**src/rtl/dxf_pkg.sv**
```systemverilog
package dxf_pkg;

  // Outcome classes; the encoding is visible on rsp_class.
  typedef enum logic [2:0] {
    FC_NONE    = 3'd0,
    FC_ACCESS  = 3'd1,
    FC_PROT    = 3'd2,
    FC_MISS    = 3'd3,
    FC_MISS_PT = 3'd4
  } dxf_class_e;

  // Status word layout.
  localparam int ST_W     = 6;
  localparam int ST_WR    = 0;
  localparam int ST_ACV   = 1;
  localparam int ST_FOR   = 2;
  localparam int ST_FOW   = 3;
  localparam int ST_BADVA = 4;
  localparam int ST_MISS  = 5;

  // Which check produced the outcome (one-hot, zero when none).
  localparam int EV_W     = 5;
  localparam int EV_BADVA = 0;
  localparam int EV_SUPER = 1;
  localparam int EV_MISS  = 2;
  localparam int EV_PERM  = 3;
  localparam int EV_FON   = 4;

endpackage

```
**src/rtl/dxf_check.sv**
```systemverilog
module dxf_check
  import dxf_pkg::*;
#(
  parameter int IMPL_W = 43,
  parameter int VA_W   = 64,
  parameter int MODE_N = 4,
  localparam int MODE_W = $clog2(MODE_N),
  localparam int HI_W   = VA_W - IMPL_W + 2
) (
  input  logic [HI_W-1:0]   va_hi_i,
  input  logic              wr_i,
  input  logic [MODE_W-1:0] mode_i,
  input  logic              pt_i,
  input  logic              hit_i,
  input  logic [MODE_N-1:0] rd_en_i,
  input  logic [MODE_N-1:0] wr_en_i,
  input  logic              for_i,
  input  logic              fow_i,
  output dxf_class_e        cls_o,
  output logic [ST_W-1:0]   stat_o,
  output logic [EV_W-1:0]   ev_o
);

  // Sign-extension test on the bits above the implemented range.
  function automatic logic va_canon(input logic [HI_W-1:0] hi);
    logic [HI_W-2:0] ext;
    ext = hi[HI_W-1:1];
    return (ext == '0) || (&ext);
  endfunction

  // Top two implemented bits select the superpage window.
  function automatic logic va_super(input logic [HI_W-1:0] hi);
    return hi[1:0] == 2'b10;
  endfunction

  logic bad_va, super_hit, priv, rd_ok, wr_ok;

  always_comb begin
    bad_va    = !va_canon(va_hi_i);
    super_hit = va_super(va_hi_i);
    priv      = (mode_i == '0);
    rd_ok     = rd_en_i[mode_i];
    wr_ok     = wr_en_i[mode_i];
    cls_o     = FC_NONE;
    stat_o    = '0;
    ev_o      = '0;
    if (bad_va) begin
      ev_o[EV_BADVA] = 1'b1;
      cls_o          = FC_PROT;
      stat_o[ST_WR]    = wr_i;
      stat_o[ST_ACV]   = 1'b1;
      stat_o[ST_BADVA] = 1'b1;
    end else if (super_hit) begin
      if (!priv) begin
        ev_o[EV_SUPER] = 1'b1;
        cls_o          = FC_ACCESS;
        stat_o[ST_WR]  = wr_i;
        stat_o[ST_ACV] = 1'b1;
      end
    end else if (!hit_i) begin
      ev_o[EV_MISS]   = 1'b1;
      cls_o           = pt_i ? FC_MISS_PT : FC_MISS;
      stat_o[ST_WR]   = wr_i;
      stat_o[ST_MISS] = 1'b1;
    end else if (wr_i) begin
      if (!wr_ok) begin
        ev_o[EV_PERM]  = 1'b1;
        cls_o          = FC_PROT;
        stat_o[ST_WR]  = 1'b1;
        stat_o[ST_ACV] = 1'b1;
        stat_o[ST_FOW] = fow_i;
      end else if (fow_i) begin
        ev_o[EV_FON]   = 1'b1;
        cls_o          = FC_PROT;
        stat_o[ST_WR]  = 1'b1;
        stat_o[ST_FOW] = 1'b1;
      end
    end else begin
      if (!rd_ok) begin
        ev_o[EV_PERM]  = 1'b1;
        cls_o          = FC_ACCESS;
        stat_o[ST_ACV] = 1'b1;
        stat_o[ST_FOR] = for_i;
      end else if (for_i) begin
        ev_o[EV_FON]   = 1'b1;
        cls_o          = FC_PROT;
        stat_o[ST_FOR] = 1'b1;
      end
    end
  end

endmodule

```
**src/rtl/dxf_latch.sv**
```systemverilog
module dxf_latch
  import dxf_pkg::*;
#(
  parameter int VA_W    = 64,
  parameter int PAGE_SH = 13,
  parameter int PTE_SH  = 3
) (
  input  logic            clk,
  input  logic            rst_n,
  input  logic            take_i,
  input  logic [VA_W-1:0] va_i,
  input  logic [ST_W-1:0] stat_i,
  input  logic [VA_W-1:0] base_i,
  output logic [VA_W-1:0] fva_o,
  output logic [ST_W-1:0] fstat_o,
  output logic [VA_W-1:0] fform_o
);

  // Page-table entry address for the faulting page.
  function automatic logic [VA_W-1:0] fmt_addr(input logic [VA_W-1:0] base,
                                               input logic [VA_W-1:0] v);
    return base | ((v >> PAGE_SH) << PTE_SH);
  endfunction

  logic [VA_W-1:0] fva_q, fform_q;
  logic [ST_W-1:0] fstat_q;

  always_ff @(posedge clk) begin
    if (!rst_n) begin
      fva_q   <= '0;
      fstat_q <= '0;
      fform_q <= '0;
    end else if (take_i) begin
      fva_q   <= va_i;
      fstat_q <= stat_i;
      fform_q <= fmt_addr(base_i, va_i);
    end
  end

  assign fva_o   = fva_q;
  assign fstat_o = fstat_q;
  assign fform_o = fform_q;


  hold_regs_chk: assert property (@(posedge clk) disable iff (!rst_n)
    !take_i |=> ($stable(fva_q) && $stable(fstat_q) && $stable(fform_q)));


  load_regs_chk: assert property (@(posedge clk) disable iff (!rst_n)
    take_i |=> (fva_q == $past(va_i) && fstat_q == $past(stat_i)));

endmodule

```
**src/rtl/dxf_sat_ctr.sv**
```systemverilog
module dxf_sat_ctr #(
  parameter int CNT_W = 8
) (
  input  logic             clk,
  input  logic             rst_n,
  input  logic             inc_i,
  output logic [CNT_W-1:0] cnt_o
);

  localparam logic [CNT_W-1:0] TOP = '1;

  logic [CNT_W-1:0] cnt_q;

  always_ff @(posedge clk) begin
    if (!rst_n)                   cnt_q <= '0;
    else if (inc_i && cnt_q != TOP) cnt_q <= cnt_q + 1'b1;
  end

  assign cnt_o = cnt_q;


  sat_hold_chk: assert property (@(posedge clk) disable iff (!rst_n)
    (cnt_q == TOP) |=> (cnt_q == TOP));


  idle_hold_chk: assert property (@(posedge clk) disable iff (!rst_n)
    !inc_i |=> $stable(cnt_q));

endmodule

```
**src/rtl/dxf_unit.sv**
```systemverilog
module dxf_unit
  import dxf_pkg::*;
#(
  parameter int VA_W       = 64,
  parameter int IMPL_W     = 43,
  parameter int MODE_N     = 4,
  parameter int PAGE_SH    = 13,
  parameter int HINT_BYTES = 64,
  parameter int CNT_W      = 8,
  localparam int MODE_W   = $clog2(MODE_N),
  localparam int ALIGN_SH = $clog2(HINT_BYTES),
  localparam int HI_W     = VA_W - IMPL_W + 2,
  localparam int N_CNT    = 4
) (
  input  logic              clk,
  input  logic              rst_n,
  input  logic              req_valid,
  input  logic [VA_W-1:0]   req_va,
  input  logic              req_write,
  input  logic [MODE_W-1:0] req_mode,
  input  logic              req_pte_load,
  input  logic              req_no_fault,
  input  logic              req_wr_hint,
  input  logic              req_misspec,
  input  logic [VA_W-1:0]   pt_base,
  input  logic              ent_hit,
  input  logic [MODE_N-1:0] ent_rd_en,
  input  logic [MODE_N-1:0] ent_wr_en,
  input  logic              ent_fault_rd,
  input  logic              ent_fault_wr,
  output logic              rsp_valid,
  output logic [2:0]        rsp_class,
  output logic [ST_W-1:0]   rsp_status,
  output logic [VA_W-1:0]   rsp_addr,
  output logic [VA_W-1:0]   flt_va,
  output logic [ST_W-1:0]   flt_status,
  output logic [VA_W-1:0]   flt_form,
  output logic [CNT_W-1:0]  cnt_rd_miss,
  output logic [CNT_W-1:0]  cnt_wr_miss,
  output logic [CNT_W-1:0]  cnt_rd_acv,
  output logic [CNT_W-1:0]  cnt_wr_acv
);

  // Effective address: write hints round down to their line.
  function automatic logic [VA_W-1:0] line_align(input logic [VA_W-1:0] v);
    return {v[VA_W-1:ALIGN_SH], {ALIGN_SH{1'b0}}};
  endfunction

  logic [VA_W-1:0] eff_va;
  logic            eff_wr, eff_nf;
  dxf_class_e      chk_cls;
  logic [ST_W-1:0] chk_stat;
  logic [EV_W-1:0] chk_ev;
  logic            is_fault, is_miss, take;
  logic [N_CNT-1:0] cnt_inc;
  logic [CNT_W-1:0] cnt_q [N_CNT];

  assign eff_va = req_wr_hint ? line_align(req_va) : req_va;
  assign eff_wr = req_write | req_wr_hint;
  assign eff_nf = req_no_fault | req_wr_hint;

  dxf_check #(
    .IMPL_W (IMPL_W),
    .VA_W   (VA_W),
    .MODE_N (MODE_N)
  ) u_check (
    .va_hi_i (eff_va[VA_W-1:IMPL_W-2]),
    .wr_i    (eff_wr),
    .mode_i  (req_mode),
    .pt_i    (req_pte_load),
    .hit_i   (ent_hit),
    .rd_en_i (ent_rd_en),
    .wr_en_i (ent_wr_en),
    .for_i   (ent_fault_rd),
    .fow_i   (ent_fault_wr),
    .cls_o   (chk_cls),
    .stat_o  (chk_stat),
    .ev_o    (chk_ev)
  );

  assign is_fault = req_valid && (chk_cls != FC_NONE);
  assign is_miss  = (chk_cls == FC_MISS) || (chk_cls == FC_MISS_PT);
  assign take     = is_fault && !req_pte_load && !eff_nf && !req_misspec;

  // Counter order: read miss, write miss, read protection, write protection.
  assign cnt_inc[0] = is_fault &&  is_miss && !eff_wr;
  assign cnt_inc[1] = is_fault &&  is_miss &&  eff_wr;
  assign cnt_inc[2] = is_fault && !is_miss && !eff_wr;
  assign cnt_inc[3] = is_fault && !is_miss &&  eff_wr;

  dxf_latch #(
    .VA_W    (VA_W),
    .PAGE_SH (PAGE_SH)
  ) u_latch (
    .clk     (clk),
    .rst_n   (rst_n),
    .take_i  (take),
    .va_i    (eff_va),
    .stat_i  (chk_stat),
    .base_i  (pt_base),
    .fva_o   (flt_va),
    .fstat_o (flt_status),
    .fform_o (flt_form)
  );

  for (genvar k = 0; k < N_CNT; k++) begin : g_ctr
    dxf_sat_ctr #(.CNT_W(CNT_W)) u_ctr (
      .clk   (clk),
      .rst_n (rst_n),
      .inc_i (cnt_inc[k]),
      .cnt_o (cnt_q[k])
    );
  end

  assign cnt_rd_miss = cnt_q[0];
  assign cnt_wr_miss = cnt_q[1];
  assign cnt_rd_acv  = cnt_q[2];
  assign cnt_wr_acv  = cnt_q[3];

  // Response stage.
  logic            vld_q, hint_q;
  dxf_class_e      cls_q;
  logic [ST_W-1:0] stat_q;
  logic [VA_W-1:0] addr_q;

  always_ff @(posedge clk) begin
    if (!rst_n) begin
      vld_q  <= 1'b0;
      hint_q <= 1'b0;
      cls_q  <= FC_NONE;
      stat_q <= '0;
      addr_q <= '0;
    end else begin
      vld_q  <= req_valid;
      hint_q <= req_valid && req_wr_hint;
      if (req_valid) begin
        cls_q  <= chk_cls;
        stat_q <= chk_stat;
        addr_q <= eff_va;
      end
    end
  end

  assign rsp_valid  = vld_q;
  assign rsp_class  = cls_q;
  assign rsp_status = stat_q;
  assign rsp_addr   = addr_q;


  one_cause_chk: assert property (@(posedge clk) disable iff (!rst_n)
    req_valid |-> $onehot0(chk_ev));


  rsp_follow_chk: assert property (@(posedge clk) disable iff (!rst_n)
    rsp_valid |-> $past(req_valid));


  hint_align_chk: assert property (@(posedge clk) disable iff (!rst_n)
    (rsp_valid && hint_q) |-> (rsp_addr[ALIGN_SH-1:0] == '0));


  badva_class_chk: assert property (@(posedge clk) disable iff (!rst_n)
    (rsp_valid && rsp_status[ST_BADVA]) |-> (rsp_class == 3'(FC_PROT)));


  one_count_chk: assert property (@(posedge clk) disable iff (!rst_n)
    $countones(cnt_inc) <= 1);


  hint_nolatch_chk: assert property (@(posedge clk) disable iff (!rst_n)
    (req_valid && req_wr_hint) |=> $stable(flt_va));

endmodule

```
**config.mk**
```make
export PLATFORM = sky130hd
export DESIGN_NAME = dxf_unit
export DESIGN_NICKNAME = d
export VERILOG_FILES = /design/src/rtl/dxf_pkg.sv /design/src/rtl/dxf_check.sv /design/src/rtl/dxf_latch.sv /design/src/rtl/dxf_sat_ctr.sv /design/src/rtl/dxf_unit.sv
export SDC_FILE = /design/constraint.sdc
export NUM_CORES = 1
export LEC_CHECK = 0
export BUFFER_PORTS_ARGS = -buffer_cell sky130_fd_sc_hd__buf_4
export CORE_MARGIN = 5
export CORE_UTILIZATION = 30
export CTS_CLUSTER_DIAMETER = 40
export DETAILED_ROUTE_END_ITERATION = 6
export PLACE_DENSITY_LB_ADDON = 0.25
export SLEW_MARGIN = 25
export SYNTH_ARGS = -nofsm -noshare
export SYNTH_HDL_FRONTEND = slang
export SYNTH_SLANG_ARGS = --single-unit
export TNS_END_PERCENT = 1
```
**constraint.sdc**
```tcl
create_clock -name clk -period 4.9 [get_ports clk]
set_clock_uncertainty 0.05 [all_clocks]
set_input_delay 0 -clock clk [delete_from_list [all_inputs] [get_ports clk]]
set_output_delay 0 -clock clk [all_outputs]
set_load 0.005 [all_outputs]
```
==> results.cfg <==
[timing]
relSlewSlack_pct = 34.8
fin_crit_sh_pct = 74.4
rsz0062_at_grt = no
worst_pin_slew_ps = 978
finalSetupViolations = 0
final.setup.tns_ps = 0
final-max-slew-violation-count = 0
hold_violations = 0
min_period_ps = 3640
timing.fmax_ghz = 0.274

[route]
vias = 9910
wl_per_cell_um = 17.5
drtIter0Drc = 406
dr.pass1.iters = 6
post-route-drc-count = 0
wl_um = 35600
vias_per_cell = 4.86
final_antenna_net_count = 0

[synthesis]
synth_top_flop_cell = dfxtp_1
synth-seq-cells = 240
synth_area_um2 = 9240
syn-num-nets = 1233
ys_seq_area_share_pct = 52.0
ys_async_sr_fraction_pct = 0
synth_cells = 1080
syn_area_per_cell_um2 = 8.55
ys_warn_count = 0
synth_edf_count = 0
yosysUniqueCellTypes = 49

[pwr]
switchingPower_w = 0.00127
p_seq_share_pct = 36.6
p_per_area_nw_per_um2 = 357
totalPowerFinal_w = 0.00556
p_leak_nw = 6.65
power.internal_w = 0.00429
p_sw_share_pct = 22.9
p_comb_share_pct = 9.1
clockPowerShare_pct = 54.2
peakVddDrop_mv = 0.331

[worst_setup_path]
worstPathArrival_ps = 4030
critPathMaxFanout = 78
crit_path_start_kind = input pin
end_kind = flop
crit_type = in2reg
critical_path_required_ps = 5280

[placement]
port_buffers = 388
routabilityCongestion = 0.818
place_hpwl_um = 22800

[floorplanning]
die_w_um = 185
ios = 389
core_um2 = 30500
die_area_um2 = 34400
dieHeight_um = 185
rows = 64
start_util_pct = 30.3

[global_route]
grt_max_degree = 135
grt_remaining_overflow = 0
first_global_vias = 9833
track_usage_pct = 19.7
grt_first_pass_wirelength_um = 54800
antenna_found_initial = 0

[cells_and_area]
drive_above_1_share_pct = 29.1
syn_to_final_growth_pct = 68.7
final_nets = 1763

[cts]
htreeDepth = 2
post_cts_buffers = 0
post_cts_resized = 0
cts.sinks = 240
cts_root_buf = clkbuf_16
clock_path_buffers = 3
cts_tree = done
clock_latency_ps = 500
numCtsBuffers = 41
path_clk_slew_ps = 60

[worst_hold_path]
hold_path.class = in2reg

[run]
drv_cap = 0

[status]
status = complete, no violations
## cells in the mapped netlist, types with 3 or more instances
cell type / number / area, µm²
a21oi_1: 111 / 556
a31oi_1: 4 / 25.0
and3_1: 8 / 50.1
buf_1: 8 / 30.0
buf_2: 11 / 55.1
clkbuf_1: 55 / 206
dfxtp_1: 240 / 4800
ha_1: 4 / 50.1
mux2i_1: 74 / 741
nand2_1: 183 / 687
nand2b_1: 10 / 62.6
nand3_1: 18 / 90.1
nand4_1: 12 / 75.1
nor2_1: 126 / 473
nor2b_1: 10 / 62.6
nor3_1: 107 / 536
nor4_1: 7 / 43.8
o211ai_1: 3 / 22.5
o21ai_0: 12 / 60.1
o31ai_1: 19 / 143
or3_1: 9 / 56.3
or4_1: 15 / 113
## flip-flops by register name (all words and copies together), names as in the netlist
register           flops
u_latch.fva_o         64
u_latch.fstat_o        6
rsp_valid              1
rsp_status             6
rsp_addr              64
u_latch.fform_o       64
g_ctr.u_ctr.cnt_o     32
rsp_class              3
## layout by cell type, fill, tap and decap left out, types with 8 or more instances in the layout
master         count
nand2_1          183
dfxtp_1          240
nand3_1           18
nand2b_1          10
buf_4            393
o31ai_1           19
dlygate4sd3_1    167
a21oi_1          111
nor2b_1           10
clkbuf_16         41
mux2i_1           74
and3_1             8
nand4_1           12
nor2_1           126
o21ai_0           12
or3_1              9
nor3_1           107
or4_1             15
## path summary, 6_finish.rpt
kind                            from                 endpoint  slack, ps  cells after the start
min reg2reg        u_latch.fva_o[43]        u_latch.fva_o[43]        400                      2
max reg2reg  g_ctr[0].u_ctr.cnt_o[0]  g_ctr[0].u_ctr.cnt_o[4]       2690                      6
min                        req_valid             rsp_addr[54]        120                      3
max                      req_wr_hint       u_latch.fform_o[3]       1260                     10
## cells by family (layout without fill, tap and decap cells)
logic type	Yosys count	in the layout	share of synthesized area [%]
other cells	0	1	0
simple gates	514	514	25.2
mux	77	77	8.50
compound gates	167	167	10.4
fa+ha+maj	4	4	0.542
buf+inv	78	638	3.40
flops	240	240	52.0
## cell type report
cell class              instances  area, µm²
fillers                      2803      14900
inverters                       3       16.3
clock buffers                  49       1120
multi-input cells             762       4140
repair buffers                562       4660
clock inverters                24        343
well taps                     396        495
flip-flops and latches        240       4800
diodes                          1       2.50
## layer usage
metal / vias up / global-route usage (%) / routed length, µm / part of all wire [%]
li1: 4812 / - / - / -
met1: 4654 / 24.5 / 14600 / 41
met2: 377 / 33.2 / 17200 / 48
met3: 67 / 5.37 / 2820 / 7.9
met4: 0 / 6.34 / 996 / 2.8
met5: - / 0 / 0 / 0
## worst max-delay path, stage by stage
cell and delay (ps):
dlygate4sd3_1 540, buf_4 180, nor2_1 430, a221oi_1 170
o31ai_1 600, a31o_4 740, buf_12 370, nor3_1 110
dlygate4sd3_1 590, nor3_1 130
## power groups by stage
stage                     registers [W]  logic, W  clock network [W]
final                           0.00204  0.000507            0.00302
after CTS                       0.00204  0.000507            0.00308
after global placement          0.00208  0.000415                  0
after global routing            0.00204  0.000550            0.00319
after detailed placement        0.00208  0.000416                  0
after floorplan                 0.00208  0.000156                  0
## stage by stage
step | cells | utilization [%] | setup slack, ps | instance area (µm²) | hold slack, ps
global route | 2036 | 51.1 | 893 | 15600 | 146
global placement | 1796 | 40.8 | 1890 | 12500 | 199
CTS | 2036 | 51.1 | 1400 | 15600 | 111
detailed placement | 1796 | 40.8 | 1830 | 12500 | 207
finish | 2037 | 51.1 | 1260 | 15600 | 124
floorplan | 1080 | - | 2720 | 9240 | 86.0
## timing repair
item	in CTS	in global routing
endpoints found under the hold margin	211	0
endpoints found under the setup margin	0	0
hold buffers	167	0
No activity file was read; power rests on OpenSTA's default activity.
